## src/rtl/hbi_pkg.sv

```systemverilog
package hbi_pkg;
    typedef enum logic [1:0] {
        S_IDLE   = 2'd0,
        S_READ   = 2'd1,
        S_WRITE  = 2'd2,
        S_COMMIT = 2'd3
    } cyc_state_e;
endpackage

```

## src/rtl/hbi_sync.sv

```systemverilog
module hbi_sync #(
    parameter int          W       = 1,
    parameter logic [W-1:0] RST_VAL = '0
) (
    input  logic         clk,
    input  logic         rst_n,
    input  logic [W-1:0] d_async,
    output logic [W-1:0] q_sync
);
    for (genvar b = 0; b < W; b++) begin : g_bit
        logic stage1, stage2;
        always_ff @(posedge clk or negedge rst_n) begin
            if (!rst_n) begin
                stage1 <= RST_VAL[b];
                stage2 <= RST_VAL[b];
            end else begin
                stage1 <= d_async[b];
                stage2 <= stage1;
            end
        end
        assign q_sync[b] = stage2;
    end
endmodule

```

## src/rtl/hbi_cycle_fsm.sv

```systemverilog
module hbi_cycle_fsm
    import hbi_pkg::*;
#(
    parameter int ADDR_W = 4,
    parameter int DATA_W = 8
) (
    input  logic              clk,
    input  logic              rst_n,
    input  logic              mode_ale,
    input  logic              mode_mux,
    input  logic              latch_s,
    input  logic              wds_s,
    input  logic              rdrw_s,
    input  logic [ADDR_W-1:0] addr_in,
    input  logic [DATA_W-1:0] ad_in,
    output logic              wr_en,
    output logic              rd_oe,
    output logic [ADDR_W-1:0] cyc_addr,
    output logic [DATA_W-1:0] cyc_data
);
    cyc_state_e state, state_nx;
    logic              latch_d;
    logic [ADDR_W-1:0] mux_addr;
    logic              rd_act, wr_act, start_cyc;

    always_comb begin
        if (mode_ale) begin
            rd_act = !rdrw_s;
            wr_act = !wds_s;
        end else begin
            rd_act = !wds_s && rdrw_s;
            wr_act = !wds_s && !rdrw_s;
        end
    end

    // state register
    always_ff @(posedge clk or negedge rst_n) begin
        if (!rst_n) state <= S_IDLE;
        else        state <= state_nx;
    end

    always_comb begin
        state_nx = state;
        unique case (state)
            S_IDLE:   if (wr_act) state_nx = S_WRITE;
                      else if (rd_act) state_nx = S_READ;
            S_READ:   if (!rd_act) state_nx = S_IDLE;
            S_WRITE:  if (wds_s) state_nx = S_COMMIT;
            S_COMMIT: state_nx = S_IDLE;
        endcase
    end

    assign start_cyc = (state == S_IDLE) && (wr_act || rd_act);

    // address latch and cycle capture
    always_ff @(posedge clk or negedge rst_n) begin
        if (!rst_n) begin
            latch_d  <= 1'b0;
            mux_addr <= '0;
            cyc_addr <= '0;
            cyc_data <= '0;
        end else begin
            latch_d <= latch_s;
            if (start_cyc) begin
                cyc_addr <= mode_mux ? mux_addr : addr_in;
                cyc_data <= ad_in;
            end
            if (latch_d && !latch_s) mux_addr <= ad_in[ADDR_W-1:0];
        end
    end

    // outputs
    always_comb begin
        wr_en = 1'b0;
        rd_oe = 1'b0;
        unique case (state)
            S_READ:  rd_oe = 1'b1;
            S_WRITE: wr_en = wds_s;
            default: ;
        endcase
    end


    read_follows_strobe_chk: assert property (@(posedge clk) disable iff (!rst_n)
        (state == S_READ) |-> $past(rd_act));

    single_commit_chk: assert property (@(posedge clk) disable iff (!rst_n)
        wr_en |=> !wr_en);

    commit_then_gap_chk: assert property (@(posedge clk) disable iff (!rst_n)
        wr_en |=> (state == S_COMMIT));

    oe_excludes_write_chk: assert property (@(posedge clk) disable iff (!rst_n)
        !(rd_oe && wr_en));
endmodule

```

## src/rtl/hbi_regbank.sv

```systemverilog
module hbi_regbank #(
    parameter int NUM_REGS = 8,
    parameter int ADDR_W   = 4,
    parameter int DATA_W   = 8
) (
    input  logic                       clk,
    input  logic                       rst_n,
    input  logic                       wr_en,
    input  logic [ADDR_W-1:0]          wr_addr,
    input  logic [DATA_W-1:0]          wr_data,
    input  logic [ADDR_W-1:0]          rd_addr,
    output logic [DATA_W-1:0]          rd_data,
    output logic [NUM_REGS*DATA_W-1:0] regs_flat
);
    logic [DATA_W-1:0] regs [NUM_REGS];

    for (genvar i = 0; i < NUM_REGS; i++) begin : g_reg
        always_ff @(posedge clk or negedge rst_n) begin
            if (!rst_n)                                  regs[i] <= '0;
            else if (wr_en && wr_addr == ADDR_W'(i))     regs[i] <= wr_data;
        end
        assign regs_flat[i*DATA_W +: DATA_W] = regs[i];
    end

    always_comb begin
        rd_data = '0;
        for (int i = 0; i < NUM_REGS; i++)
            if (rd_addr == ADDR_W'(i)) rd_data = regs[i];
    end


    unmapped_write_chk: assert property (@(posedge clk) disable iff (!rst_n)
        (wr_en && ({1'b0, wr_addr} >= (ADDR_W+1)'(NUM_REGS))) |=> $stable(regs_flat));
endmodule

```

## src/rtl/hostbus_regif.sv

```systemverilog
module hostbus_regif #(
    parameter int NUM_REGS = 8,
    parameter int ADDR_W   = 4,
    parameter int DATA_W   = 8,
    parameter int CTL_REG  = 5,
    parameter int DUAL_BIT = 4,
    parameter int CDR_BIT  = 0
) (
    input  logic                       clk,
    input  logic                       rst_n,
    input  logic                       mode_ale,
    input  logic                       mode_mux,
    input  logic                       addr_latch,
    input  logic                       wr_ds_n,
    input  logic                       rd_rw,
    input  logic [ADDR_W-1:0]          addr_in,
    input  logic [DATA_W-1:0]          ad_in,
    output logic [DATA_W-1:0]          ad_out,
    output logic                       ad_oe,
    output logic [NUM_REGS*DATA_W-1:0] cfg_regs,
    output logic                       ctl_dual,
    output logic                       ctl_cdr
);
    localparam int CTL_BASE = CTL_REG * DATA_W;

    logic [2:0]        sync_q;
    logic              wr_en, rd_oe;
    logic [ADDR_W-1:0] cyc_addr;
    logic [DATA_W-1:0] cyc_data;

    hbi_sync #(.W(3), .RST_VAL(3'b011)) u_sync (
        .clk(clk), .rst_n(rst_n),
        .d_async({addr_latch, wr_ds_n, rd_rw}),
        .q_sync(sync_q)
    );

    hbi_cycle_fsm #(.ADDR_W(ADDR_W), .DATA_W(DATA_W)) u_fsm (
        .clk(clk), .rst_n(rst_n),
        .mode_ale(mode_ale), .mode_mux(mode_mux),
        .latch_s(sync_q[2]), .wds_s(sync_q[1]), .rdrw_s(sync_q[0]),
        .addr_in(addr_in), .ad_in(ad_in),
        .wr_en(wr_en), .rd_oe(rd_oe),
        .cyc_addr(cyc_addr), .cyc_data(cyc_data)
    );

    hbi_regbank #(.NUM_REGS(NUM_REGS), .ADDR_W(ADDR_W), .DATA_W(DATA_W)) u_bank (
        .clk(clk), .rst_n(rst_n),
        .wr_en(wr_en), .wr_addr(cyc_addr), .wr_data(cyc_data),
        .rd_addr(cyc_addr), .rd_data(ad_out),
        .regs_flat(cfg_regs)
    );

    assign ad_oe    = rd_oe;
    assign ctl_dual = cfg_regs[CTL_BASE + DUAL_BIT];
    assign ctl_cdr  = cfg_regs[CTL_BASE + CDR_BIT];


    ctl_changes_on_write_chk: assert property (@(posedge clk) disable iff (!rst_n)
        !$stable({ctl_dual, ctl_cdr}) |-> $past(wr_en));
endmodule

```

## config.mk

```make
export PLATFORM = sky130hd
export DESIGN_NAME = hostbus_regif
export DESIGN_NICKNAME = d
export VERILOG_FILES = /design/src/rtl/hbi_pkg.sv /design/src/rtl/hbi_sync.sv /design/src/rtl/hbi_cycle_fsm.sv /design/src/rtl/hbi_regbank.sv /design/src/rtl/hostbus_regif.sv
export SDC_FILE = /design/constraint.sdc
export NUM_CORES = 1
export LEC_CHECK = 0
export BUFFER_PORTS_ARGS = -buffer_cell sky130_fd_sc_hd__clkbuf_2
export CAP_MARGIN = 5
export CORE_UTILIZATION = 30
export DETAILED_ROUTE_END_ITERATION = 7
export GPL_TIMING_DRIVEN = 1
export HOLD_SLACK_MARGIN = 0.02
export PLACE_DENSITY = 0.45
export SYNTH_ARGS = -nofsm -noshare
export SYNTH_HDL_FRONTEND = slang
export SYNTH_SLANG_ARGS = --single-unit
```

## constraint.sdc

```tcl
create_clock -name clk -period 3.4 [get_ports clk]
set_input_delay 0.17 -clock clk [delete_from_list [all_inputs] [get_ports clk]]
set_output_delay 0.17 -clock clk [all_outputs]
set_load 0.05 [all_outputs]
```

==> results.json <==
{
  "htree_levels": 3,
  "track_usage_pct": 17.0,
  "dp_hpwl_mm": 7.70,
  "synth_edf_count": 0,
  "finalHoldViolCount": 0,
  "async_reset_ff_share_pct": 100,
  "grt_overflow_total": 0,
  "crit_fanout": 24,
  "status": "completed",
  "cts_buffers": 9,
  "cp.arrival_ps": 2730,
  "crit_path_start_kind": "flip-flop",
  "min_period_over_period_pct": 85.4,
  "fillCellCount": 1333,
  "use_met2_pct": 27.2,
  "gp_congestion": 0.747,
  "clock_latency_ps": 350,
  "r2r_cells": 4,
  "syn_to_final_growth_pct": 22.9,
  "drcViolationCount": 0,
  "io_pins": 94,
  "relSlewSlack_pct": 35.4,
  "die_area_sq_mm": 0.0142,
  "drt-total-wl_mm": 11.1,
  "drive_gt1_share_pct": 50.8,
  "rsz0062_at_grt": "false",
  "drv_slew": 0,
  "critPathKind": "flip-flop to output port",
  "fin_skew_ps": 7.85,
  "holdPathStages": 2,
  "ff_latch_area_sq_mm": 0.00223,
  "drt-pass1-iter-count": 4,
  "drt-wirelength-per-cell_microns": 18.9,
  "synth_seq_cells": 89,
  "fp.dieW_microns": 119,
  "syn-num-nets": 334,
  "antennaDiodeCount": 0,
  "drt_iter0_drc": 137,
  "final_util_pct": 38.0,
  "yosys.cell_types.count": 38,
  "ys_seq_area_share_pct": 54.1,
  "hold_class": "input pin to flip-flop",
  "placed_cells": 573,
  "ys.flop_type": "dfrtp_1",
  "worst_pin_slew_ps": 969,
  "multi_input_area_sq_mm": 0.00178,
  "clk_path_buf_depth": 2,
  "setup_viol": 0,
  "grt_util_met3_pct": 4.69,
  "rows": 42,
  "vias": 2850,
  "core-area_sq_mm": 0.0133,
  "viasPerCell": 4.82,
  "clk_pin_slew_ps": 60,
  "die_y_microns": 119,
  "drv_cap": 0,
  "cts_sinks": 89,
  "grt_pass1_vias": 3075,
  "nets": 431,
  "crit_path_end_kind": "output port",
  "max_freq_ghz": 0.345,
  "antenna_found_initial": 0,
  "drtAntennaViolNets": 0,
  "synth.cell_area_sq_mm": 0.00412,
  "gr-max-usage-layer": "met2",
  "cts_tree": "yes",
  "synth_area_per_cell_sq_um": 13.1,
  "grt_pass1_wl_mm": 17.8,
  "postPlaceCellArea_sq_mm": 0.00477,
  "grtUsageMet1_pct": 21.8,
  "synth_warnings": 0,
  "numPortBuffers": 93,
  "post_cts.repair.setup_buffers": 0,
  "fin_area_sq_mm": 0.00507,
  "fin_cells": 591,
  "start_util_pct": 30.9,
  "period_minus_slack_ps": 2900,
  "grt_max_degree": 69,
  "root_buffer": "clkbuf_16",
  "tns_ps": 0,
  "crit_required_ps": 3230,
  "syn_inst": 315
}
cells in the mapped netlist (7+ instances only):
| cell type | count | share of area, % |
|---|---|---|
| nor2_1 | 21 | 1.9 |
| a21oi_1 | 15 | 1.8 |
| mux2i_1 | 15 | 3.6 |
| dfrtp_1 | 85 | 52 |
| mux2_4 | 8 | 2.9 |
| mux2_2 | 72 | 20 |
| nand2b_1 | 11 | 1.7 |
| buf_2 | 7 | 0.85 |
| nor2b_1 | 7 | 1.1 |
area by class of cell:
class | instances | area share, %
repair buffers | 104 | 11.1
multi-input cells | 204 | 35.1
clock buffers | 14 | 5.21
flip-flops and latches | 89 | 44.0
well taps | 176 | 4.34
inverters | 4 | 0.296
metal layers:
metal	vias to the layer above	part of all wire, %
met5	-	0
met1	1432	45
met4	0	1.8
li1	1321	-
met2	81	48
met3	16	5.3
worst paths after layout:
kind / start / end / slack, ps
worst min-delay path: ad_in[5] / u_fsm.cyc_data[5] / 60
worst max register to register: u_fsm.cyc_addr[3] / u_bank.regs_flat[6] / 960
min in group asynchronous: rst_n / u_bank.regs_flat[21] / 500
worst min register to register: u_sync.g_bit[2].stage1 / u_sync.g_bit[2].stage2 / 350
max in group asynchronous: rst_n / u_bank.regs_flat[52] / 2040
worst max-delay path: u_fsm.cyc_addr[1] / ad_out[7] / 500
state kept, by name (all words and copies together) (netlist names):
| signal | flops |
|---|---|
| u_sync.g_bit.stage1 | 3 |
| u_fsm.state | 2 |
| u_bank.regs_flat | 64 |
| u_fsm.mux_addr | 4 |
| u_fsm.cyc_addr | 4 |
| u_fsm.latch_d | 1 |
| u_sync.g_bit.stage2 | 3 |
| u_fsm.cyc_data | 8 |
cell families (layout without fill, tap and decap cells):
| family | after synthesis | in the layout | share of synthesized area, % |
|---|---|---|---|
| multiplexers | 98 | 98 | 27.9 |
| flip-flops | 89 | 89 | 54.1 |
| AND/OR/NAND/NOR | 67 | 67 | 9.22 |
| AO/OA/AOI/OAI | 39 | 39 | 6.04 |
| buffers and inverters | 22 | 122 | 2.76 |
stage by stage:
| step | setup slack, ps | hold WS, ps |
|---|---|---|
| global placement | 832 | 259 |
| finish | 498 | 58.1 |
| floorplan | 1050 | -126 |
| CTS | 464 | 46.2 |
| detailed placement | 860 | 260 |
| global route | 263 | 63.3 |
layout by cell type (no fill, tap or decap), types with 7 or more instances in the layout:
cell type	Yosys	routed
clkbuf_2	0	92
dfrtp_1	85	85
mux2_2	72	72
nor2_1	21	21
a21oi_1	15	15
mux2i_1	15	15
nand2b_1	11	11
clkbuf_16	0	9
mux2_4	8	8
buf_4	2	8
nor2b_1	7	7
worst max-delay path, cell delays in order, from the launching register on:
cell and delay [ps]:
dfrtp_1 960, buf_4 350, nor3_1 80, a2111oi_0 420
o32a_1 270, clkbuf_2 290
repair_timing:
item                                   in CTS  in global routing
endpoints found under the hold margin      66                  0
resized for setup                           0                  0
hold buffers                                4                  0
Power is left out: the tool's default activity adds up to more than one toggle a clock period on the data nets, which glitch-free logic cannot reach.
